$ cat src/rtl/btn_pkg.sv
package btn_pkg;
  function automatic int unsigned cnt_width(input int unsigned n);
    return (n < 2) ? 1 : $clog2(n + 1);
  endfunction
endpackage

$ cat src/rtl/btn_sync.sv
module btn_sync #(
  parameter int unsigned STAGES = 2
) (
  input  logic clk_i,
  input  logic rst_ni,
  input  logic d_i,
  output logic q_o
);
  logic [STAGES-1:0] chain_q;

  always_ff @(posedge clk_i or negedge rst_ni) begin
    if (!rst_ni) chain_q <= '0;
    else         chain_q <= {chain_q[STAGES-2:0], d_i};
  end

  assign q_o = chain_q[STAGES-1];
endmodule

$ cat src/rtl/btn_filter.sv
module btn_filter
  import btn_pkg::*;
#(
  parameter int unsigned HOLD_CYCLES = 1000000
) (
  input  logic clk_i,
  input  logic rst_ni,
  input  logic d_i,
  output logic level_o
);
  localparam int unsigned CW = cnt_width(HOLD_CYCLES);
  localparam logic [CW-1:0] LIMIT = CW'(HOLD_CYCLES - 1);

  logic [CW-1:0] cnt_q;
  logic          level_q;

  always_ff @(posedge clk_i or negedge rst_ni) begin
    if (!rst_ni) begin
      cnt_q   <= '0;
      level_q <= 1'b0;
    end else if (d_i == level_q) begin
      cnt_q <= '0;
    end else if (cnt_q == LIMIT) begin
      cnt_q   <= '0;
      level_q <= d_i;
    end else begin
      cnt_q <= cnt_q + 1'b1;
    end
  end

  assign level_o = level_q;
endmodule

$ cat src/rtl/btn_rise.sv
module btn_rise (
  input  logic clk_i,
  input  logic rst_ni,
  input  logic level_i,
  output logic pulse_o
);
  logic prev_q;

  always_ff @(posedge clk_i or negedge rst_ni) begin
    if (!rst_ni) prev_q <= 1'b0;
    else         prev_q <= level_i;
  end

  assign pulse_o = level_i & ~prev_q;
endmodule

$ cat src/rtl/btn_press_pulse.sv
module btn_press_pulse #(
  parameter int unsigned HOLD_CYCLES = 1000000,
  parameter int unsigned SYNC_STAGES = 2
) (
  input  logic clk_i,
  input  logic rst_ni,
  input  logic btn_i,
  output logic level_o,
  output logic press_o
);
  logic btn_s;
  logic level_s;

  btn_sync #(.STAGES(SYNC_STAGES)) u_sync (
    .clk_i(clk_i), .rst_ni(rst_ni), .d_i(btn_i), .q_o(btn_s)
  );

  btn_filter #(.HOLD_CYCLES(HOLD_CYCLES)) u_filter (
    .clk_i(clk_i), .rst_ni(rst_ni), .d_i(btn_s), .level_o(level_s)
  );

  btn_rise u_rise (
    .clk_i(clk_i), .rst_ni(rst_ni), .level_i(level_s), .pulse_o(press_o)
  );

  assign level_o = level_s;
endmodule

$ cat config.mk
export PLATFORM = sky130hd
export DESIGN_NAME = btn_press_pulse
export DESIGN_NICKNAME = d
export VERILOG_FILES = /design/src/rtl/btn_pkg.sv /design/src/rtl/btn_sync.sv /design/src/rtl/btn_filter.sv /design/src/rtl/btn_rise.sv /design/src/rtl/btn_press_pulse.sv
export SDC_FILE = /design/constraint.sdc
export NUM_CORES = 1
export LEC_CHECK = 0
export BUFFER_PORTS_ARGS = -buffer_cell sky130_fd_sc_hd__buf_2
export CAP_MARGIN = 20
export CELL_PAD_IN_SITES_DETAIL_PLACEMENT = 2
export CELL_PAD_IN_SITES_GLOBAL_PLACEMENT = 2
export CORE_ASPECT_RATIO = 0.9
export CORE_UTILIZATION = 40
export CTS_BUF_LIST = sky130_fd_sc_hd__clkbuf_4 sky130_fd_sc_hd__clkbuf_8
export CTS_CLUSTER_DIAMETER = 60
export DETAILED_ROUTE_END_ITERATION = 6
export PLACE_DENSITY_LB_ADDON = 0.3
export SETUP_SLACK_MARGIN = 0.3
export SLEW_MARGIN = 15
export SYNTH_ARGS = -nofsm -noshare
export SYNTH_HDL_FRONTEND = slang
export SYNTH_SLANG_ARGS = --single-unit
$ cat constraint.sdc
create_clock -name clk_i -period 4.3 [get_ports clk_i]
set_clock_uncertainty 0.15 [all_clocks]
set_input_delay 0.43 -clock clk_i [delete_from_list [all_inputs] [get_ports clk_i]]
set_output_delay 0.43 -clock clk_i [all_outputs]
set_load 0.05 [all_outputs]
# Yosys cells after proc, flatten, opt, wreduce, memory -nomap -nowiden
# Index checks and enable logic that the tools add are counted.
[totals] regBits=24 in_bits=3 output_inout_bits=2 wordCells=13
[op_classes] addsub=1 eq_ne=2 muxes=2 n_bitwise=3 reduce_logical=1
[op_table] op="$mux W20" n=2
[op_table] op="$add A20 B1 Y20 const B" n=1
[op_table] op="$eq A20 B20 Y1 const B" n=1
[op_table] op="$not A1 Y1" n=2
[op_table] op="$reduce_and A2 Y1" n=1
[op_table] op="$and A1 B1 Y1" n=1
[op_table] op="$eq A1 B1 Y1" n=1

# Depth between registers and ports, before layout
# Gate-level depths: netlist (run 1).
[logic_depth] depth_word=3 depth_mapped=6 ltp_nobuf=5

# By module
# A second synthesis (run 1) with hierarchy kept.
[unflattened] cells_unflattened=110 area_unflattened_um2=1153.6
[modules_own_cells] module="btn_filter" instances=1 cells_per_inst=106 area_each_um2=1064.8 seq_area_each_um2=525.5
[modules_own_cells] module="btn_sync" instances=1 cells_per_inst=2 area_each_um2=50.0 seq_area_each_um2=50.0
[modules_own_cells] module="btn_rise" instances=1 cells_per_inst=2 area_each_um2=38.8 seq_area_each_um2=25.0

# Least setup slack after synthesis (run 1)
# Ideal clock, no wire load.
[synth_path] kind="flip-flop to output port" startpoint="reg u_filter.level_q (netlist: u_filter.level_o)" endpoint="out press_o" arrival_time_ns=1.444 t_required_ns=3.720 path_slack_ns=2.276 stages_incl_launch_ff=2 n_path_buf=0 cell_sequence="dfrtp_1 nor2b_1"
[synth_between] elab_chain_cells=1
[synth_lines] element="from (decl)" line_no="btn_filter.sv:15" text="logic level_q;"
[synth_lines] element="from (signal assigned)" line_no="btn_filter.sv:25" text="level_q <= d_i;"
[synth_lines] element="$and A1 B1 Y1" line_no="btn_rise.sv:14" text="assign pulse_o = level_i & ~prev_q;"
[synth_lines] element="to (decl)" line_no="btn_press_pulse.sv:9" text="output logic press_o"
# Every way passes these cells.

# Final worst setup path (run 1)
[layout_path] startpoint="reg u_filter.cnt_q[0]" endpoint="reg u_filter.cnt_q[12]"
[layout_between] elab_chain_cells=3 elab_cells_between_ends=4 classes_between="add/sub (1); eq/ne (1); mux (2)"
[layout_lines] element="from (decl)" line_no="btn_filter.sv:14" text="logic [CW-1:0] cnt_q;"
[layout_lines] element="from (signal assigned)" line_no="btn_filter.sv:27" text="cnt_q <= cnt_q + 1'b1;"
[layout_lines] element="$add A20 B1 Y20 or $eq A20 B20 Y1 (tied branches)" line_no="btn_filter.sv:27, btn_filter.sv:23"
[layout_lines] element="$mux W20 *" line_no="btn_filter.sv:23" text="end else if (cnt_q == LIMIT) begin"
[layout_lines] element="$mux W20 *" line_no="btn_filter.sv:21" text="end else if (d_i == level_q) begin"
# Mark *: on every way between the ends. The rest lies on a longest branch, timed or not.
# A chain may end at the register's enable or synchronous reset.

==> out/results.txt, run 1 <==
number of hold violations in the final report: 0
type of the setup path with the least slack: reg2reg
setup TNS: 0 ns
leading cell type in the layout, fill and taps excluded: dfrtp_1
Final ANT Viol Nets: 0
number of DRC violations after detailed-routing iteration 0: 19
worst voltage drop across the vdd grid: 0.210 mV
final max-slew violation count: 0
half-perimeter wire length after placement: 2110 um
Final Wtd Congestion: 0.732
type of the worst min-delay path: in2reg
status: complete, no violations
remaining routing DRC violations: 0
power after layout: 0.000412 W
number of violations of the max-capacitance limit: 0
clock slew seen by the registers of the worst setup and hold paths: 0.15 ns
total routing resource utilization after global routing: 21.9%
post-layout minimum cycle time: 2.32 ns
vias after detailed routing: 905
transition time of the tightest slew-check pin: 0.757 ns
final routed wirelength across all metal layers: 2950 um
number of different library cells in the post-synthesis netlist: 28
largest net degree at the start of global routing: 25
Static Leak: 0.533 nW
Data arrival, critical path: 2.38 ns
syn nets: 118
Crit Path Max Fanout: 11
clk root buf: clkbuf_4
Vias/cell: 5.62
vias in the first global route: 979
first-pass GRT wire length: 4850 um
number of CTS-inserted buffers: 3
number of nets at the end of the flow: 126
summed instance area of the synthesized netlist: 1150 um2
input/output buffers: 4
number of detailed-routing iterations run before antenna repair: 4
final count of negative-setup-slack endpoints: 0
total number of clock tree sinks: 24
Initial Util: 42.0%
# placed instances: 156
vertical die dimension: 52.9 um
Setup crit end kind: flop
sequential share of the synthesized area: 52.1%
number of antenna violations at the first check in global routing: 0
latest clock arrival within the worst-skew pair: 0.32 ns
data required time at the worst endpoint: 4.36 ns
Fin Hold WS: 0.0495 ns
nature of the critical path startpoint: flop
Post-CTS Resized: 0
final non-filler cell total: 161
Max Fclk: 431 MHz
Die X: 58.6 um
Longest Clk Path Bufs: 2
number of H-tree branching levels: 1
Mean Syn Cell Area: 10.1 um2
total number of yosys warnings: 0
TritonCTS clock tree: yes
Total Die Area: 3100 um2
final cell utilization of the core: 46.9%
register bit count reported by yosys: 24
tightest slew margin relative to the limit: 49.2%
commonest cells after routing, fill and taps aside: dfrtp_1 (24), nor2_1 (15), nand2_1 (7), xnor2_1 (7)
I/O pin cnt: 5
aggregate global routing overflow: 0
cells after synthesis: 114
unrepaired setup endpoints after global routing: false
area overhead of the layout relative to synthesis: 11.6%
floorplan row count: 18
fraction of final layout cells sized beyond drive strength 1: 12.4%
Routed WL per cell: 18.3 um
core area: 2750 um2
number of antenna repair diodes: 0
final clock period utilization by the worst path: 53.9%
power per standard cell area: 320 nW/um2
==> registers in the layout, summed over array words and instances, names as in the netlist <==
register,flops
u_filter.level_o,1
u_sync.chain_q,2
u_rise.prev_q,1
u_filter.cnt_q,20
==> cell families (layout without fill, tap and decap cells) <==
logic type      after synthesis  count (layout)  synth area share [%]
xor+xnor                     13              13                  9.87
buf+inv                       7              14                  2.28
flops                        24              24                  52.1
mux                           1               1                 0.976
simple gates                 55              55                  27.3
compound gates               13              13                  6.40
fa+ha+maj                     1               1                  1.08
==> timing repair <==
action,4_1_cts,5_1_grt
hold buffers,1,0
buffers inserted,0,0
endpoints found under the hold margin,24,0
==> where the power goes <==
group	internal (W)	switching (W)	leakage, nW	total [W]
Combinational	0.00000465	0.0000104	0.177	0.0000150
Sequential	0.000229	0.00000313	0.328	0.000232
Clock	0.0000943	0.0000702	0.0279	0.000164
Total	0.000328	0.0000837	0.533	0.000412
==> layout make-up <==
class                   instances  area (um2)
clock buffers                   3        22.5
clock inverters                 1        30.0
fillers                       296        1460
inverters                       4        15.0
multi-input cells              83         532
flip-flops and latches         24         601
well taps                      40        50.0
repair buffers                  6        37.5
==> per-stage QoR <==
stage,worst slack (ns),area [um2]
after detailed placement,2.00,1220
after global placement,2.15,1220
after global routing,1.81,1290
final,1.98,1290
after CTS,1.97,1290
after floorplan,2.28,1150
==> synth_stat cells <==
library cell / number / area, um2
xnor2_1: 7 / 61.3
and3_1: 3 / 18.8
inv_1: 4 / 15.0
or4_1: 1 / 7.51
a21oi_1: 6 / 30.0
ha_1: 1 / 12.5
and4_1: 1 / 8.76
nor3_1: 4 / 20.0
o21ai_0: 4 / 20.0
dfrtp_1: 24 / 601
nor2_1: 15 / 56.3
nand2_1: 7 / 26.3
nand4b_1: 3 / 26.3
nor4_1: 3 / 18.8
nand4_1: 4 / 25.0
nor4b_1: 1 / 8.76
or3_4: 1 / 11.3
xor2_1: 6 / 52.6
mux2_2: 1 / 11.3
nand4_4: 1 / 21.3
o31ai_1: 2 / 15.0
nor2b_1: 1 / 6.26
and2_1: 1 / 6.26
nand3_1: 6 / 30.0
clkbuf_1: 3 / 11.3
or4_4: 1 / 11.3
or3_1: 2 / 12.5
a31o_2: 1 / 8.76
==> metal layers <==
layer | global-route usage (%) | up-vias | part of all wire [%]
met1 | 27.6 | 470 | 46
met4 | 7.14 | 0 | 2.0
met2 | 36.8 | 11 | 49
li1 | - | 418 | -
met5 | 0 | - | 0
met3 | 5.62 | 6 | 2.1
==> worst paths after layout <==
path	end	cells past startpoint	slack [ns]	from
worst max-delay path	u_filter.cnt_q[12]$_DFF_PN0_	6	1.98	u_filter.cnt_q[0]$_DFF_PN0_
worst min-delay path	u_sync.chain_q[0]$_DFF_PN0_	1	0.05	btn_i
worst max register to register	u_filter.cnt_q[12]$_DFF_PN0_	6	1.98	u_filter.cnt_q[0]$_DFF_PN0_
worst min register to register	u_sync.chain_q[1]$_DFF_PN0_	0	0.23	u_sync.chain_q[0]$_DFF_PN0_
max in group asynchronous	u_filter.cnt_q[11]$_DFF_PN0_	2	3.16	rst_ni
min in group asynchronous	u_filter.cnt_q[17]$_DFF_PN0_	2	0.46	rst_ni
==> worst max-delay path, stage by stage (launching register included) <==
cell and delay, ns:
dfrtp_1 0.43, ha_1 0.24, and2_1 0.22, nand2_1 0.13
o31ai_2 0.67, buf_4 0.31, nor2_1 0.07
(Power assumes the default switching activity.)
==> run 2: changes to the inputs <==
==> constraint.sdc (replaced) <==
create_clock -name clk_i -period 2.4 [get_ports clk_i]
set_clock_uncertainty 0.15 [all_clocks]
set_input_delay 0.24 -clock clk_i [delete_from_list [all_inputs] [get_ports clk_i]]
set_output_delay 0.24 -clock clk_i [all_outputs]
set_load 0.05 [all_outputs]
==> run 2 against run 1 <==
Effect of this change: cell area increased by 1.4%; critical path depth decreased by 1; clock power increased by 82%; non-clock buffer count increased by 2; global-route usage decreased by 0.76 points; critical path type unchanged; critical endpoint is now u_filter.cnt_q[16]$_DFF_PN0_.
==> out/results.txt, run 2 (synthesized netlist as in run 1, its figures left out) <==
number of detailed-routing iterations run before antenna repair: 4
type of the worst min-delay path: reg2reg
largest incremental delay on the critical path: 0.56 ns
number of fillers in the final layout: 307
Clk pwr share: 40.2%
type of the setup path with the least slack: reg2reg
power after layout: 0.000744 W
number of CTS-inserted buffers: 3
input/output buffers: 4
aggregate global routing overflow: 0
status: complete, no violations
half-perimeter wire length after placement: 2140 um
total number of clock tree sinks: 24
number of antenna repair diodes: 0
number of violations of the max-capacitance limit: 0
number of antenna violations at the first check in global routing: 0
worst voltage drop across the vdd grid: 0.202 mV
Final ANT Viol Nets: 0
power per standard cell area: 570 nW/um2
flip-flop count of the largest register, all copies and words added: 20
Die X: 58.6 um
commonest cells after routing, fill and taps aside: dfrtp_1 (24), nor2_1 (15), nand2_1 (7), xnor2_1 (7)
Static Leak: 0.542 nW
TritonCTS clock tree: yes
final routed wirelength across all metal layers: 2830 um
unrepaired setup endpoints after global routing: false
launch point of the worst hold path: u_sync.chain_q[0]$_DFF_PN0_
Post-CTS Resized: 0
crit path from: u_filter.cnt_q[0]$_DFF_PN0_
setup TNS: 0 ns
switching share of total power: 20.7%
I/O pin cnt: 5
nature of the critical path startpoint: flop
fraction of final layout cells sized beyond drive strength 1: 13.0%
vias in the first global route: 1,015
area of combinational cells with multiple inputs: 532 um2
CP cell instances: ha_1 > nand2_1 > or4_4 > or3_1 > a21oi_1
Psw: 0.000154 W
area overhead of the layout relative to synthesis: 13.1%
Total Die Area: 3100 um2
internal power contribution: 0.000590 W
reg-to-reg slack, setup: 0.42 ns
logic gate share of total power: 4.0%
final clock period utilization by the worst path: 82.5%
buffer and inverter count on the worst path: 0
final count of negative-setup-slack endpoints: 0
Longest Clk Path Bufs: 2
floorplan row count: 18
number of nets at the end of the flow: 128
Vias/cell: 5.60
Regs by FF count: u_filter.cnt_q: 20 flops, u_sync.chain_q: 2 flops
Final Wtd Congestion: 0.766
post-layout minimum cycle time: 1.98 ns
beginning of the worst register-to-register path: u_filter.cnt_q[0]$_DFF_PN0_
vertical die dimension: 52.9 um
leading cell type in the layout, fill and taps excluded: dfrtp_1
vias after detailed routing: 912
largest delay contributor family on the critical path: simple AND/OR/NAND/NOR gates
number of DRC violations after detailed-routing iteration 0: 26
Max Fclk: 505 MHz
Routed WL per cell: 17.3 um
latest clock arrival within the worst-skew pair: 0.33 ns
core area: 2750 um2
Slowest cell on crit path: or4_4
register with the highest flop count: u_filter.cnt_q
final max-slew violation count: 0
clock slew seen by the registers of the worst setup and hold paths: 0.14 ns
total routing resource utilization after global routing: 21.1%
Crit Path Max Fanout: 4
first-pass GRT wire length: 4730 um
clk root buf: clkbuf_4
remaining routing DRC violations: 0
Setup crit end kind: flop
Data arrival, critical path: 2.09 ns
number of hold violations in the final report: 0
transition time of the tightest slew-check pin: 0.625 ns
tightest slew margin relative to the limit: 57.9%
sequential cell area: 601 um2
Initial Util: 42.0%
largest net degree at the start of global routing: 25
proportion of power drawn by flip-flops and latches: 55.8%
data required time at the worst endpoint: 2.51 ns
number of H-tree branching levels: 1
==> run 2: cell count changes in the layout (fill, tap and decap cells not counted) <==
cell	previous run	this run
buf_4	1	2
dlygate4sd3_1	1	2
==> run 2: path summary, 6_finish.rpt <==
check,to,cells past startpoint
max,u_filter.cnt_q[16]$_DFF_PN0_,5
min,u_sync.chain_q[1]$_DFF_PN0_,0
min in group asynchronous,u_filter.cnt_q[17]$_DFF_PN0_,2
min reg2reg,u_sync.chain_q[1]$_DFF_PN0_,0
max reg2reg,u_filter.cnt_q[16]$_DFF_PN0_,5
max in group asynchronous,u_filter.cnt_q[2]$_DFF_PN0_,2
==> run 2: routing by layer <==
metal,up-vias,wire (um),GRT usage (%)
met5,-,0,0
met4,0,46,7.14
li1,422,-,-
met3,5,45,2.20
met2,7,1490,39.3
met1,478,1240,25.5
==> run 2: timing repair <==
action	4_1_cts	5_1_grt
endpoints found under the hold margin	25	0
buffers inserted	0	0
hold buffers	2	0
==> run 2: cell type report <==
cell class              instances  area share, %
flip-flops and latches         24           46.0
clock buffers                   3           1.73
well taps                      40           3.84
multi-input cells              83           40.7
clock inverters                 1           2.30
repair buffers                  8           4.22
inverters                       4           1.15
==> run 2: per-stage QoR <==
stage	instances	worst slack, ns	instance area, um2	util [%]	hold slack [ns]
3_5_place_dp	157	0.448	1230	44.9	0.110
2_1_floorplan	114	0.566	1150	-	-0.206
5_1_grt	163	0.311	1310	47.5	0.233
3_3_place_gp	157	0.524	1230	44.9	0.0982
4_1_cts	163	0.405	1310	47.5	0.229
6_report	163	0.421	1310	47.5	0.225
==> run 2: power by group through the flow <==
stage / Clock, W / Combinational (W) / Sequential, W
final: 0.000299 / 0.0000299 / 0.000415
after global routing: 0.000318 / 0.0000351 / 0.000416
after CTS: 0.000306 / 0.0000311 / 0.000415
after detailed placement: 0 / 0.0000284 / 0.000423
after global placement: 0 / 0.0000266 / 0.000422
after floorplan: 0 / 0.0000121 / 0.000422
